File: config.mk
export PLATFORM = sky130hd
export DESIGN_NAME = uart_rx_status
export DESIGN_NICKNAME = d
export VERILOG_FILES = /design/src/rtl/uart_rx_pkg.sv /design/src/rtl/uart_rx_sync.sv /design/src/rtl/uart_rx_bitvote.sv /design/src/rtl/uart_rx_frame.sv /design/src/rtl/uart_rx_regs.sv /design/src/rtl/uart_rx_status.sv
export SDC_FILE = /design/constraint.sdc
export NUM_CORES = 1
export LEC_CHECK = 0
export BUFFER_PORTS_ARGS = -buffer_cell sky130_fd_sc_hd__buf_2
export CELL_PAD_IN_SITES_DETAIL_PLACEMENT = 1
export CELL_PAD_IN_SITES_GLOBAL_PLACEMENT = 1
export CORE_MARGIN = 2
export CORE_UTILIZATION = 39
export CTS_CLUSTER_DIAMETER = 200
export DETAILED_ROUTE_END_ITERATION = 12
export PLACE_DENSITY = 0.67
export SLEW_MARGIN = 10
export SYNTH_ARGS = -nofsm -noshare
export SYNTH_HDL_FRONTEND = slang
export SYNTH_SLANG_ARGS = --single-unit
File: constraint.sdc
create_clock -name clk -period 4.1 [get_ports clk]
set_clock_uncertainty 0.15 [all_clocks]
set_input_delay 0.41 -clock clk [delete_from_list [all_inputs] [get_ports clk]]
set_output_delay 0.41 -clock clk [all_outputs]
set_load 0.01 [all_outputs]
File: src/rtl/uart_rx_pkg.sv
package uart_rx_pkg;

  localparam int unsigned RX_DW = 8;

  // status byte bit positions (host software decodes these)
  localparam int unsigned SB_PAR   = 0;
  localparam int unsigned SB_NOISE = 1;
  localparam int unsigned SB_FRAME = 2;
  localparam int unsigned SB_OVR   = 3;
  localparam int unsigned SB_IDLE  = 4;
  localparam int unsigned SB_RDY   = 5;

  typedef enum logic [2:0] {
    FR_IDLE  = 3'd0,
    FR_START = 3'd1,
    FR_DATA  = 3'd2,
    FR_PAR   = 3'd3,
    FR_STOP  = 3'd4
  } frame_state_e;

  typedef struct packed {
    logic [RX_DW-1:0] data;
    logic             frame_err;
    logic             par_err;
    logic             noisy;
  } rx_char_t;

endpackage

File: src/rtl/uart_rx_sync.sv
module uart_rx_sync #(
  parameter int unsigned STAGES    = 2,
  parameter logic        RESET_VAL = 1'b1
) (
  input  logic clk,
  input  logic rst_n,
  input  logic d_i,
  output logic q_o
);
  logic [STAGES-1:0] chain_q;

  generate
    if (STAGES == 1) begin : g_one
      always_ff @(posedge clk or negedge rst_n) begin
        if (!rst_n) chain_q <= RESET_VAL;
        else        chain_q <= d_i;
      end
    end else begin : g_many
      always_ff @(posedge clk or negedge rst_n) begin
        if (!rst_n) chain_q <= {STAGES{RESET_VAL}};
        else        chain_q <= {chain_q[STAGES-2:0], d_i};
      end
    end
  endgenerate

  assign q_o = chain_q[STAGES-1];
endmodule

File: src/rtl/uart_rx_bitvote.sv
module uart_rx_bitvote #(
  parameter int unsigned OSR = 16
) (
  input  logic clk,
  input  logic rst_n,
  input  logic os_tick,
  input  logic start_i,
  input  logic active_i,
  input  logic rx_i,
  output logic bit_valid_o,
  output logic bit_val_o,
  output logic bit_noise_o
);
  localparam int unsigned CW    = $clog2(OSR);
  localparam int unsigned MID   = OSR / 2;
  localparam logic [CW-1:0] T_LO  = CW'(MID - 1);
  localparam logic [CW-1:0] T_MID = CW'(MID);
  localparam logic [CW-1:0] T_HI  = CW'(MID + 1);
  localparam logic [CW-1:0] T_END = CW'(OSR - 1);

  logic [CW-1:0] ctr_q, ctr_d;
  logic          s_lo_q, s_lo_d, s_mid_q, s_mid_d;
  logic          adv;

  assign adv = os_tick && active_i;

  always_comb begin
    ctr_d   = ctr_q;
    s_lo_d  = s_lo_q;
    s_mid_d = s_mid_q;
    if (start_i) begin
      ctr_d = CW'(1);
    end else if (adv) begin
      ctr_d = (ctr_q == T_END) ? '0 : ctr_q + CW'(1);
      if (ctr_q == T_LO)  s_lo_d  = rx_i;
      if (ctr_q == T_MID) s_mid_d = rx_i;
    end
  end

  always_ff @(posedge clk or negedge rst_n) begin
    if (!rst_n) begin
      ctr_q   <= '0;
      s_lo_q  <= 1'b1;
      s_mid_q <= 1'b1;
    end else begin
      ctr_q   <= ctr_d;
      s_lo_q  <= s_lo_d;
      s_mid_q <= s_mid_d;
    end
  end

  assign bit_valid_o = adv && (ctr_q == T_HI);
  assign bit_val_o   = (s_lo_q & s_mid_q) | (s_lo_q & rx_i) | (s_mid_q & rx_i);
  assign bit_noise_o = !((s_lo_q == s_mid_q) && (s_mid_q == rx_i));

  // a decision is only taken while a frame is running
  a_r3_vote_in_frame: assert property (@(posedge clk) disable iff (!rst_n)
    bit_valid_o |-> (active_i && os_tick && !start_i));
endmodule

File: src/rtl/uart_rx_frame.sv
module uart_rx_frame
  import uart_rx_pkg::*;
(
  input  logic     clk,
  input  logic     rst_n,
  input  logic     os_tick,
  input  logic     rx_i,
  input  logic     par_en,
  input  logic     par_odd,
  input  logic     bit_valid_i,
  input  logic     bit_val_i,
  input  logic     bit_noise_i,
  output logic     start_o,
  output logic     busy_o,
  output logic     done_o,
  output rx_char_t char_o
);
  localparam int unsigned BCW = $clog2(RX_DW);
  localparam logic [BCW-1:0] LAST_BIT = BCW'(RX_DW - 1);

  frame_state_e     st_q, st_d;
  logic [RX_DW-1:0] sh_q, sh_d;
  logic [BCW-1:0]   bc_q, bc_d;
  logic             noise_q, noise_d, perr_q, perr_d, hi_q, hi_d;

  assign start_o = (st_q == FR_IDLE) && os_tick && !rx_i && hi_q;
  assign busy_o  = (st_q != FR_IDLE);

  always_comb begin
    st_d    = st_q;
    sh_d    = sh_q;
    bc_d    = bc_q;
    noise_d = noise_q;
    perr_d  = perr_q;
    hi_d    = os_tick ? rx_i : hi_q;
    done_o  = 1'b0;
    unique case (st_q)
      FR_IDLE: if (start_o) begin
        st_d    = FR_START;
        noise_d = 1'b0;
        perr_d  = 1'b0;
      end
      FR_START: if (bit_valid_i) begin
        if (bit_val_i) st_d = FR_IDLE;
        else begin
          st_d    = FR_DATA;
          bc_d    = '0;
          noise_d = bit_noise_i;
        end
      end
      FR_DATA: if (bit_valid_i) begin
        sh_d    = {bit_val_i, sh_q[RX_DW-1:1]};
        noise_d = noise_q | bit_noise_i;
        if (bc_q == LAST_BIT) st_d = par_en ? FR_PAR : FR_STOP;
        else                  bc_d = bc_q + BCW'(1);
      end
      FR_PAR: if (bit_valid_i) begin
        noise_d = noise_q | bit_noise_i;
        perr_d  = bit_val_i != ((^sh_q) ^ par_odd);
        st_d    = FR_STOP;
      end
      FR_STOP: if (bit_valid_i) begin
        st_d   = FR_IDLE;
        done_o = 1'b1;
      end
      default: st_d = FR_IDLE;
    endcase
  end

  always_ff @(posedge clk or negedge rst_n) begin
    if (!rst_n) begin
      st_q    <= FR_IDLE;
      sh_q    <= '0;
      bc_q    <= '0;
      noise_q <= 1'b0;
      perr_q  <= 1'b0;
      hi_q    <= 1'b0;
    end else begin
      st_q    <= st_d;
      sh_q    <= sh_d;
      bc_q    <= bc_d;
      noise_q <= noise_d;
      perr_q  <= perr_d;
      hi_q    <= hi_d;
    end
  end

  assign char_o.data      = sh_q;
  assign char_o.frame_err = !bit_val_i;
  assign char_o.par_err   = perr_q;
  assign char_o.noisy     = noise_q | bit_noise_i;

  // detection makes the receiver busy on the next cycle
  a_r2_busy_after_start: assert property (@(posedge clk) disable iff (!rst_n)
    start_o |=> busy_o);
  // the stop decision returns the receiver to idle
  a_r2_idle_after_stop: assert property (@(posedge clk) disable iff (!rst_n)
    done_o |=> !busy_o);
  // no parity error can be reported with parity disabled
  a_r4_no_perr_off: assert property (@(posedge clk) disable iff (!rst_n)
    (done_o && !par_en && $past(!par_en)) |-> !char_o.par_err);
endmodule

File: src/rtl/uart_rx_regs.sv
module uart_rx_regs
  import uart_rx_pkg::*;
(
  input  logic       clk,
  input  logic       rst_n,
  input  logic       done_i,
  input  rx_char_t   char_i,
  input  logic       busy_i,
  input  logic       rd_en,
  input  logic       rd_sel,
  output logic [7:0] rd_data
);
  logic [RX_DW-1:0] buf_q, buf_d;
  logic full_q, full_d, rdy_q, rdy_d, ovr_q, ovr_d;
  logic frm_q, frm_d, nse_q, nse_d, par_q, par_d;
  logic [4:0] arm_q, arm_d;   // {rdy, ovr, frm, nse, par} seen at last status read
  logic [7:0] stat;
  logic stat_rd, data_rd, load, drop;

  assign stat    = {2'b00, rdy_q, !busy_i, ovr_q, frm_q, nse_q, par_q};
  assign stat_rd = rd_en && !rd_sel;
  assign data_rd = rd_en && rd_sel;
  assign load    = done_i && !ovr_q && (!full_q || data_rd);
  assign drop    = done_i && !load;

  always_comb begin
    buf_d  = load ? char_i.data : buf_q;
    full_d = load || (full_q && !data_rd);
    rdy_d  = load || (rdy_q && !(data_rd && arm_q[4]));
    ovr_d  = drop || (ovr_q && !(data_rd && arm_q[3]));
    frm_d  = (load && char_i.frame_err) || (frm_q && !(data_rd && arm_q[2]));
    nse_d  = (load && char_i.noisy)     || (nse_q && !(data_rd && arm_q[1]));
    par_d  = (load && char_i.par_err)   || (par_q && !(data_rd && arm_q[0]));
    if (stat_rd)      arm_d = {stat[SB_RDY], stat[SB_OVR:SB_PAR]};
    else if (data_rd) arm_d = '0;
    else              arm_d = arm_q;
  end

  always_ff @(posedge clk or negedge rst_n) begin
    if (!rst_n) begin
      buf_q <= '0; full_q <= 1'b0; rdy_q <= 1'b0; ovr_q <= 1'b0;
      frm_q <= 1'b0; nse_q <= 1'b0; par_q <= 1'b0; arm_q <= '0;
    end else begin
      buf_q <= buf_d; full_q <= full_d; rdy_q <= rdy_d; ovr_q <= ovr_d;
      frm_q <= frm_d; nse_q <= nse_d; par_q <= par_d; arm_q <= arm_d;
    end
  end

  assign rd_data = rd_sel ? buf_q : stat;

  // while overrun is pending a completing character leaves the data register alone
  a_r7_blocked: assert property (@(posedge clk) disable iff (!rst_n)
    (done_i && ovr_q) |=> $stable(buf_q));
  // the noise flag only rises together with a completing character that loads
  a_r6_noise_with_rdy: assert property (@(posedge clk) disable iff (!rst_n)
    $rose(nse_q) |-> (rdy_q && $past(done_i) && !$past(ovr_q)));
  // the ready flag never drops without a data read
  a_r8_rdy_sticky: assert property (@(posedge clk) disable iff (!rst_n)
    (rdy_q && !data_rd) |=> rdy_q);
  // an unarmed data read leaves the framing flag set
  a_r9_unarmed_keeps: assert property (@(posedge clk) disable iff (!rst_n)
    (frm_q && data_rd && !arm_q[2]) |=> frm_q);
  // pop and load in one cycle gives no overrun and keeps ready
  a_r12_collide: assert property (@(posedge clk) disable iff (!rst_n)
    (done_i && data_rd && !ovr_q) |=> (rdy_q && !ovr_q));
endmodule

File: src/rtl/uart_rx_status.sv
module uart_rx_status
  import uart_rx_pkg::*;
#(
  parameter int unsigned OSR       = 16,
  parameter int unsigned SYNC_DEPTH = 2
) (
  input  logic       clk,
  input  logic       rst_n,
  input  logic       os_tick,
  input  logic       rx_in,
  input  logic       par_en,
  input  logic       par_odd,
  input  logic       rd_en,
  input  logic       rd_sel,
  output logic [7:0] rd_data
);
  logic     rst_core_n, rx_s, start, busy, done;
  logic     bv_valid, bv_val, bv_noise;
  rx_char_t chr;

  uart_rx_sync #(.STAGES(2), .RESET_VAL(1'b0)) u_rst_sync (
    .clk(clk), .rst_n(rst_n), .d_i(1'b1), .q_o(rst_core_n));

  uart_rx_sync #(.STAGES(SYNC_DEPTH), .RESET_VAL(1'b1)) u_line_sync (
    .clk(clk), .rst_n(rst_core_n), .d_i(rx_in), .q_o(rx_s));

  uart_rx_bitvote #(.OSR(OSR)) u_vote (
    .clk(clk), .rst_n(rst_core_n), .os_tick(os_tick), .start_i(start),
    .active_i(busy), .rx_i(rx_s), .bit_valid_o(bv_valid),
    .bit_val_o(bv_val), .bit_noise_o(bv_noise));

  uart_rx_frame u_frame (
    .clk(clk), .rst_n(rst_core_n), .os_tick(os_tick), .rx_i(rx_s),
    .par_en(par_en), .par_odd(par_odd), .bit_valid_i(bv_valid),
    .bit_val_i(bv_val), .bit_noise_i(bv_noise), .start_o(start),
    .busy_o(busy), .done_o(done), .char_o(chr));

  uart_rx_regs u_regs (
    .clk(clk), .rst_n(rst_core_n), .done_i(done), .char_i(chr),
    .busy_i(busy), .rd_en(rd_en), .rd_sel(rd_sel), .rd_data(rd_data));
endmodule

==> results of run 1 <==
## synthesized netlist by cell type, types with 2 or more instances
master / instances / area share (%)
a211oi_1: 3 / 0.98
a21oi_1: 4 / 0.87
a22o_1: 3 / 1.1
a22o_2: 3 / 1.3
and2_1: 3 / 0.82
buf_2: 3 / 0.65
buf_6: 2 / 0.98
clkbuf_1: 3 / 0.49
dfrtp_1: 42 / 46
dfstp_2: 4 / 4.6
ha_1: 7 / 3.8
inv_1: 10 / 1.6
mux2_2: 18 / 8.8
mux2_4: 6 / 3.9
nand2_1: 14 / 2.3
nand3_1: 6 / 1.3
nand3b_1: 5 / 1.6
nor2_1: 4 / 0.65
nor2b_1: 2 / 0.54
nor3_1: 3 / 0.65
o21ai_0: 15 / 3.3
or3_1: 3 / 0.82
xnor2_1: 5 / 1.9
xor2_1: 2 / 0.76
## stage by stage
step	hold slack, ns	cell area (sq um)	setup WS [ns]
after floorplan	-0.0356	2300	2.11
after global placement	0.0452	2410	1.66
after detailed placement	0.0484	2410	1.57
after CTS	0.0414	2510	1.54
after global routing	0.0343	2510	1.42
final	0.0522	2510	1.58
## worst max-delay path, stage by stage, from the launching register on
cell and delay, ns:
dfrtp_1 0.41, inv_1 0.09, ha_1 0.16, and4b_1 0.43, nand3_4 0.13, nor3b_4 0.64
mux2_2 0.40
## how the worst max path moves through the flow
stage,from,end
floorplan,u_vote.ctr_q[1],u_regs.buf_q[2]
CTS,u_vote.ctr_q[1],u_regs.buf_q[1]
global route,u_vote.ctr_q[1],u_regs.buf_q[1]
global placement,u_vote.ctr_q[1],u_regs.buf_q[1]
detailed placement,u_vote.ctr_q[1],u_regs.buf_q[1]
finish,u_vote.ctr_q[1],u_regs.buf_q[1]
## routing by layer
metal  up-vias  wire, um
met2        19      2290
met5         -         0
met1       744      2060
met4         0        48
met3         8       122
li1        713         -
## final cells by class
cell class	instances	area (sq um)
timing repair buffer	16	85.1
multi-input combinational	129	1050
clock buffer	6	82.6
clock inverter	2	12.5
tap	72	90.1
inverter	10	37.5
sequential	46	1160
fill	631	3090
## cell families after synthesis
kind of cell    Yosys count
compound gates           38
xor+xnor                  8
fa+ha+maj                 7
buf+inv                  19
flops                    46
mux                      24
other cells               1
simple gates             51
## power by group
group	switching (mW)	internal [mW]
clock	0.157	0.136
combinational	0.165	0.155
sequential	0.0909	0.522
total	0.413	0.813
## state kept, by name (all words and copies together) (netlist names), 2 cells and up
register	count
u_frame.bc_q	3
u_frame.sh_q	8
u_frame.st_q	3
u_line_sync.chain_q	2
u_regs.arm_q	5
u_regs.buf_q	8
u_rst_sync.chain_q	2
u_vote.ctr_q	4
==> out/qor.csv, run 1 <==
metric;value;unit
status;finished clean;
register bit total from synthesis;46;
Post-synth EDFFs;0;
WL/cell;16.1;um
final cell count without fillers;281;
Setup Buffers After CTS;0;
Worst Hold End;u_line_sync.chain_q[0];
hold depth;1;
met1 usage;21.4;%
post_cts resized;0;
Peak Freq;397;MHz
initial antenna violation count;0;
Synth Area in Adders;3.81;%
Final TNS setup;0;ns
Setup Viol. Count Final;0;
Die H;80.8;um
Synth Area in Compound Gates;11.5;%
final net count;223;
Site Rows;27;
post-route ant nets;0;
ANT cells;0;
final wirelength;4.52;mm
fin crit period;2.52;ns
Tot Pwr;1.23;mW
drt drc;0;
ys flop type;dfrtp_1;
placed instance count;272;
initial DRC count;62;
most frequent cells in the layout;dfrtp_1, mux2_2, o21ai_0, buf_2, nand2_1;
Mapped Area;0.00230;sq mm
Initial DRT Pass Iterations;4;
Synth Area in XOR/XNOR;3.65;%
grt met2 use;27.6;%
Static Leak;1.16;nW
Max Cap Viol;0;
Core Util, Final;44.8;%
Ports;16;
vias post-DR;1484;
Synthesis Warnings;0;
via/cell ratio;5.28;
Starting Density;41.0;%
RSZ-0062 raised after global routing;no;
gp weighted congestion;0.754;
largest net degree at the start of global routing;45;
multiplexer share of the synthesized area;12.7;%
worst reg2reg path endpoint;u_regs.buf_q[1];
Reg-to-Reg Start;u_vote.ctr_q[1];
most common cell after layout, fill and taps aside;dfrtp_1;
simple logic cell fraction of the synthesized area;13.8;%
Hold WC Path Type;input port to flip-flop;
Sink Count;46;
clk_lat worst skew;0.30;ns
final hold violation count;0;
kind of critical path;flip-flop to flip-flop;
WP data arrival;2.56;ns
number of slew-limit violations in the final report;0;
PD cells;488;mW/mm^2
Core Box Area;0.00561;sq mm
global-route wire length before repair;8.15;mm
Cells after Synth;194;
Worst slew margin;37.0;%
dpl hpwl;3.26;mm
crit share post-route;61.5;%
Slew @ Worst Pin;0.944;ns
CP Capture Type;flip-flop;
met3 usage;3.22;%
largest family of logic cells by synthesized area;simple AND/OR/NAND/NOR gates;
Critical Path Fanout Max;12;
area of the die;0.00653;sq mm
CTS buffer count;5;
ys async rst share;100;%
R2R cell count;6;
GRT Total Usage;16.4;%
grt ovf;0;
I/O Buffers;15;
Worst EP required;4.14;ns
vias in the first global route;1616;
CTS tree;yes;
GRT Max-Usage Layer;met2;
startpoint types;flip-flop;
Worst-path clk slew;0.09;ns
Seq/Total Area, Yosys;50.3;%
die width;80.8;um
peak supply drop;0.000182;V
Worst Hold Launch;rx_in;
Yosys cell types;48;
synth-to-layout area growth;9.36;%
H-tree Lvls;2;
FF-to-FF setup slack;1.58;ns
Clock Root Buffer;clkbuf_8;
mean post-synth cell area;11.9;sq um
layout cell share with drive strength beyond 1;29.2;%
clk buf depth;2;
Syn Nets;209;
hold-fix buffer count after cts;1;
Power figures use the tool's default switching activity.
==> inputs of run 2 (changes only) <==
==> constraint.sdc (replaced) <==
create_clock -name clk -period 2.55 [get_ports clk]
set_clock_uncertainty 0.15 [all_clocks]
set_input_delay 0.255 -clock clk [delete_from_list [all_inputs] [get_ports clk]]
set_output_delay 0.255 -clock clk [all_outputs]
set_load 0.01 [all_outputs]
==> run 2 against run 1 <==
Sequential share of layout area down 1.1 points. Setup slack worse by 1.2 ns. Critical endpoint is now u_regs.buf_q[0]. Utilization up 1.1 points. Combinational power up 79%. Maximum frequency up 19%. Largest cell class unchanged. Clock power up 83%.
==> out/qor.csv, run 2 (synthesized netlist as in run 1, its figures left out) <==
metric;value;unit
status;finished clean;
initial DRC count;76;
GRT Total Usage;16.6;%
most common cell after layout, fill and taps aside;dfrtp_1;
Slowest-stage cell, CP;dfrtp_1;
part of the power in registers;46.5;%
Peak Freq;471;MHz
Clk network pwr share;25.9;%
via/cell ratio;5.29;
Site Rows;27;
final net count;229;
dpl hpwl;3.49;mm
clk buf depth;2;
peak supply drop;0.000339;V
post-route ant nets;0;
vias in the first global route;1641;
Core Box Area;0.00561;sq mm
Worst slew margin;36.4;%
Worst-path clk slew;0.09;ns
Critical Path Fanout Max;12;
Die H;80.8;um
Starting Density;41.0;%
drt drc;0;
internal power;1.41;mW
Reg area;0.00116;sq mm
Buf/Inv on CP;2;
area of the die;0.00653;sq mm
Setup Buffers After CTS;0;
Sw Share;32.3;%
FF-to-FF setup slack;0.43;ns
layout cell share with drive strength beyond 1;30.2;%
post_cts resized;0;
WP data arrival;2.16;ns
Ports;16;
Initial DRT Pass Iterations;4;
gp weighted congestion;0.762;
final worst setup slack;0.427;ns
CTS tree;yes;
final wirelength;4.71;mm
Largest regs;u_frame.sh_q: 8 flops, u_regs.buf_q: 8 flops, u_regs.arm_q: 5 flops;
RSZ-0062 raised after global routing;no;
CP Capture Type;flip-flop;
global-route wire length before repair;8.18;mm
Static Leak;1.19;nW
Worst EP required;2.59;ns
crit share post-route;83.3;%
final hold violation count;0;
largest net degree at the start of global routing;45;
multi-input combinational cell area;0.00105;sq mm
initial antenna violation count;0;
Setup Viol. Count Final;0;
hold-fix buffer count after cts;2;
clk_lat worst skew;0.30;ns
Combinational Power Share;27.6;%
grt ovf;0;
Final TNS setup;0;ns
Sink Count;46;
PD cells;806;mW/mm^2
die width;80.8;um
CP cell instances;inv_1 -> ha_1 -> and4b_1 -> nand3_4 -> nor3b_4 -> buf_4 -> mux2_2;
I/O Buffers;15;
CP top delay family;simple AND/OR/NAND/NOR gates;
WL/cell;16.4;um
Slew @ Worst Pin;0.953;ns
fill count;625;
most frequent cells in the layout;dfrtp_1, mux2_2, o21ai_0, buf_2, nand2_1;
setup slack at placement;0.437;ns
vias post-DR;1518;
ANT cells;0;
kind of critical path;flip-flop to flip-flop;
fin crit period;2.12;ns
H-tree Lvls;2;
startpoint types;flip-flop;
number of slew-limit violations in the final report;0;
Max Cap Viol;0;
CTS buffer count;5;
net switching power;671;uW
synth-to-layout area growth;12.1;%
Critical Path Max Stage Delay;0.42;ns
Clock Root Buffer;clkbuf_8;
Hold WC Path Type;input port to async pin;
==> run 2: power groups by stage <==
stage / Clock (mW) / Sequential (mW) / Combinational (mW)
after floorplan: 0 / 0.944 / 0.436
after global placement: 0 / 0.971 / 0.542
after detailed placement: 0 / 0.980 / 0.573
after CTS: 0.560 / 0.968 / 0.579
after global routing: 0.590 / 0.989 / 0.647
final: 0.537 / 0.966 / 0.573
==> run 2: layer usage <==
metal | wire, um | track usage, %
met5 | 0 | 0
met4 | 54 | 4.07
met3 | 128 | 3.78
met2 | 2390 | 28.7
met1 | 2150 | 21.2
==> run 2: through the flow <==
stage | hold slack (ns) | total power [mW] | utilization (%) | std cells | area [sq um]
2_1_floorplan | -0.191 | 1.38 | - | 194 | 2300
3_3_place_gp | -0.110 | 1.51 | 43.6 | 277 | 2450
3_5_place_dp | -0.107 | 1.55 | 43.6 | 277 | 2450
4_1_cts | 0.116 | 2.11 | 46.0 | 287 | 2580
5_1_grt | 0.117 | 2.23 | 46.0 | 287 | 2580
6_report | 0.120 | 2.08 | 46.0 | 287 | 2580
==> run 2: worst paths after layout <==
path | start | to | cells past startpoint
worst max-delay path | u_vote.ctr_q[1] | u_regs.buf_q[0] | 7
worst min-delay path | rst_n | u_rst_sync.chain_q[0] | 2
worst max register to register | u_vote.ctr_q[1] | u_regs.buf_q[0] | 7
worst min register to register | u_line_sync.chain_q[0] | u_line_sync.chain_q[1] | 0
max in group asynchronous | u_rst_sync.chain_q[1] | u_vote.ctr_q[0] | 0
min in group clk | rd_en | u_regs.arm_q[1] | 2
==> run 2: area by class of cell <==
| class | count | share of cell area [%] |
|---|---|---|
| flip-flops and latches | 46 | 44.9 |
| repair buffers | 22 | 5.15 |
| inverters | 10 | 1.46 |
| well taps | 72 | 3.50 |
| clock inverters | 2 | 1.46 |
| multi-input cells | 129 | 40.7 |
| clock buffers | 6 | 2.82 |
==> inputs of run 3 (changes only) <==
--- a/config.mk
+++ b/config.mk
@@ -5,6 +5,7 @@
 export SDC_FILE = /design/constraint.sdc
 export NUM_CORES = 1
 export LEC_CHECK = 0
+export ABC_AREA = 1
 export BUFFER_PORTS_ARGS = -buffer_cell sky130_fd_sc_hd__buf_2
 export CELL_PAD_IN_SITES_DETAIL_PLACEMENT = 1
 export CELL_PAD_IN_SITES_GLOBAL_PLACEMENT = 1
@@ -12,7 +13,7 @@
 export CORE_UTILIZATION = 39
 export CTS_CLUSTER_DIAMETER = 200
 export DETAILED_ROUTE_END_ITERATION = 12
-export PLACE_DENSITY = 0.67
+export PLACE_DENSITY = 0.7
 export SLEW_MARGIN = 10
 export SYNTH_ARGS = -nofsm -noshare
 export SYNTH_HDL_FRONTEND = slang
==> constraint.sdc (replaced) <==
create_clock -name clk -period 2.2 [get_ports clk]
set_clock_uncertainty 0.15 [all_clocks]
set_input_delay 0.22 -clock clk [delete_from_list [all_inputs] [get_ports clk]]
set_output_delay 0.22 -clock clk [all_outputs]
set_load 0.01 [all_outputs]
==> run 3 against run 2 <==
Clock-buffer cell count decreased by 1. Hold slack got worse by 0.081 ns. Synthesized cell count increased by 49%. Final area increased by 3.5%. Sequential cell count unchanged. Cell count increased by 35%. First-iteration DRC count decreased by 14%. Routed wire length increased by 13%. Highest routed layer unchanged. Sequential power increased by 22%.
==> out/qor.csv, run 3 <==
metric;value;unit
clk buf depth;2;
synth-to-layout area growth;10.5;%
kind of critical path;flip-flop to flip-flop;
post_cts resized;0;
final wirelength;5.34;mm
CP cell instances;inv_1 -> ha_1 -> inv_1 -> nor2_2 -> nand3_4 -> inv_2 -> nand4_4 -> nand2_1 -> o21ai_2;
WP data arrival;1.96;ns
CTS tree;yes;
CTS buffer count;5;
WL/cell;13.8;um
fill count;747;
post-route cell area;0.00267;sq mm
peak supply drop;0.000433;V
die width;82.7;um
startpoint types;flip-flop;
Mapped Area;0.00241;sq mm
H-tree Lvls;2;
Critical Path Max Stage Delay;0.39;ns
initial antenna violation count;0;
register bit total from synthesis;46;
Starting Density;40.5;%
crit-path most repeated cell;inv_1;
largest net degree at the start of global routing;45;
ys async rst share;100;%
Worst-path clk slew;0.09;ns
Setup Buffers After CTS;0;
final net count;327;
Slowest-stage cell, CP;dfrtp_1;
Reg area;0.00116;sq mm
initial DRC count;65;
Clock Root Buffer;clkbuf_8;
PD cells;1110;mW/mm^2
layout cell share with drive strength beyond 1;17.9;%
Slew @ Worst Pin;0.584;ns
RSZ-0062 raised after global routing;no;
setup slack at placement;0.266;ns
Largest regs;u_frame.sh_q: 8 flops, u_regs.buf_q: 8 flops, u_regs.arm_q: 5 flops;
Core Box Area;0.00596;sq mm
Max Cap Viol;0;
CP Capture Type;flip-flop;
Critical Path Fanout Max;21;
drt drc;0;
final worst setup slack;0.272;ns
Static Leak;1.35;nW
global-route wire length before repair;9.16;mm
dpl hpwl;4.05;mm
most common cell in the netlist;nand2_1;
top cells by area, synth;dfrtp_1, nand2_1, inv_1;
Setup Viol. Count Final;0;
most frequent cells in the layout;nand2_1, dfrtp_1, inv_1;
grt ovf;0;
GRT Total Usage;17.7;%
Sink Count;46;
area of the die;0.00684;sq mm
Post-synth EDFFs;0;
Hold WC Path Type;input port to flip-flop;
Yosys top cell area share;43.5;%
Final TNS setup;0;ns
I/O Buffers;15;
most common cell after layout, fill and taps aside;nand2_1;
Ports;16;
final hold violation count;0;
clk_lat worst skew;0.31;ns
Syn Nets;305;
Site Rows;28;
Peak Freq;519;MHz
gp weighted congestion;0.739;
vias post-DR;1930;
DP Area;0.00256;sq mm
via/cell ratio;4.97;
number of slew-limit violations in the final report;0;
mean post-synth cell area;8.33;sq um
Yosys top cell by area;dfrtp_1;
Seq/Total Area, Yosys;47.9;%
fin crit period;1.93;ns
vias in the first global route;1921;
ys flop type;dfrtp_1;
Die H;82.7;um
post-route ant nets;0;
Yosys cell types;31;
worst hold margin;0.0396;ns
status;finished clean;
Synthesis Warnings;0;
Synth top cells by count;nand2_1, dfrtp_1, inv_1;
multi-input combinational cell area;0.00106;sq mm
Initial DRT Pass Iterations;4;
ANT cells;0;
Worst slew margin;61.1;%
Cells after Synth;290;
Worst EP required;2.24;ns
crit share post-route;87.6;%
[run 3: cell types whose count changed in the layout (fill, tap and decap cells not counted), sizes merged, moves of 6 or more]
cell,change
nor2,+10
inv,+30
nand3,+12
nand2,+78
mux2,-24
a22o,-6
o21ai,+24
[run 3: metal layers]
layer,share of wire (%),vias up,track usage (%)
met5,0,-,0
met2,50,15,30.1
met1,47,932,22.8
li1,-,979,-
met4,0.77,0,4.75
met3,2.4,4,3.80
[run 3: logic make-up (layout without fill, tap and decap cells)]
| logic type | Yosys count | count (layout) | share of synthesized area (%) |
|---|---|---|---|
| and+or+nand+nor | 136 | 136 | 26.1 |
| AOI/OAI and AO/OA | 54 | 54 | 13.6 |
| DFF | 46 | 46 | 47.9 |
| buffers and inverters | 45 | 68 | 8.24 |
| adders and majority gates | 7 | 7 | 3.63 |
| other | 1 | 1 | 0.155 |
| xor gates and xnor gates | 1 | 1 | 0.363 |
[run 3: path summary, 6_finish.rpt]
path | end | startpoint | cells after the start | slack [ns]
worst max-delay path | u_regs.buf_q[4] | u_vote.ctr_q[1] | 9 | 0.27
worst min-delay path | u_frame.hi_q | os_tick | 2 | 0.04
worst max register to register | u_regs.buf_q[4] | u_vote.ctr_q[1] | 9 | 0.27
worst min register to register | u_regs.arm_q[1] | u_rst_sync.chain_q[1] | 1 | 0.21
max in group asynchronous | u_frame.sh_q[0] | u_rst_sync.chain_q[1] | 1 | 1.29
min in group asynchronous | u_rst_sync.chain_q[1] | rst_n | 2 | 0.07
[run 3: per-stage QoR]
| step | utilization [%] | total power [mW] | cells |
|---|---|---|---|
| after floorplan | - | 2.13 | 290 |
| after global placement | 43.0 | 2.43 | 378 |
| after detailed placement | 43.0 | 2.48 | 378 |
| after CTS | 44.8 | 3.02 | 388 |
| after global routing | 44.8 | 3.25 | 388 |
| final | 44.8 | 2.96 | 388 |
[run 3: where the power goes]
group	switching (mW)	internal, mW	total, mW
Sequential	0.145	1.03	1.18
Combinational	0.825	0.427	1.25
Clock	0.309	0.224	0.532
Total	1.28	1.68	2.96
[run 3: layout make-up]
class / instances / share of cell area, %
Clock buffer: 5 / 2.58
Clock inverter: 3 / 0.797
Inverter: 40 / 5.63
Multi-Input combinational cell: 199 / 39.7
Sequential cell: 46 / 43.4
Tap cell: 75 / 3.52
Timing Repair Buffer: 20 / 4.41
[run 3: what timing repair did]
| item | in CTS | in global routing |
|---|---|---|
| setup endpoints to repair | 0 | 0 |
| hold buffers | 2 | 0 |
| hold endpoints to repair | 3 | 0 |
[run 3: critical path: cells and delay by family, from the launching register on]
kind            cells  cell delay [ns]
buf+inv             3             0.28
simple gates        4             0.76
compound gates      1             0.06
fa+ha+maj           1             0.16
flops               1             0.39
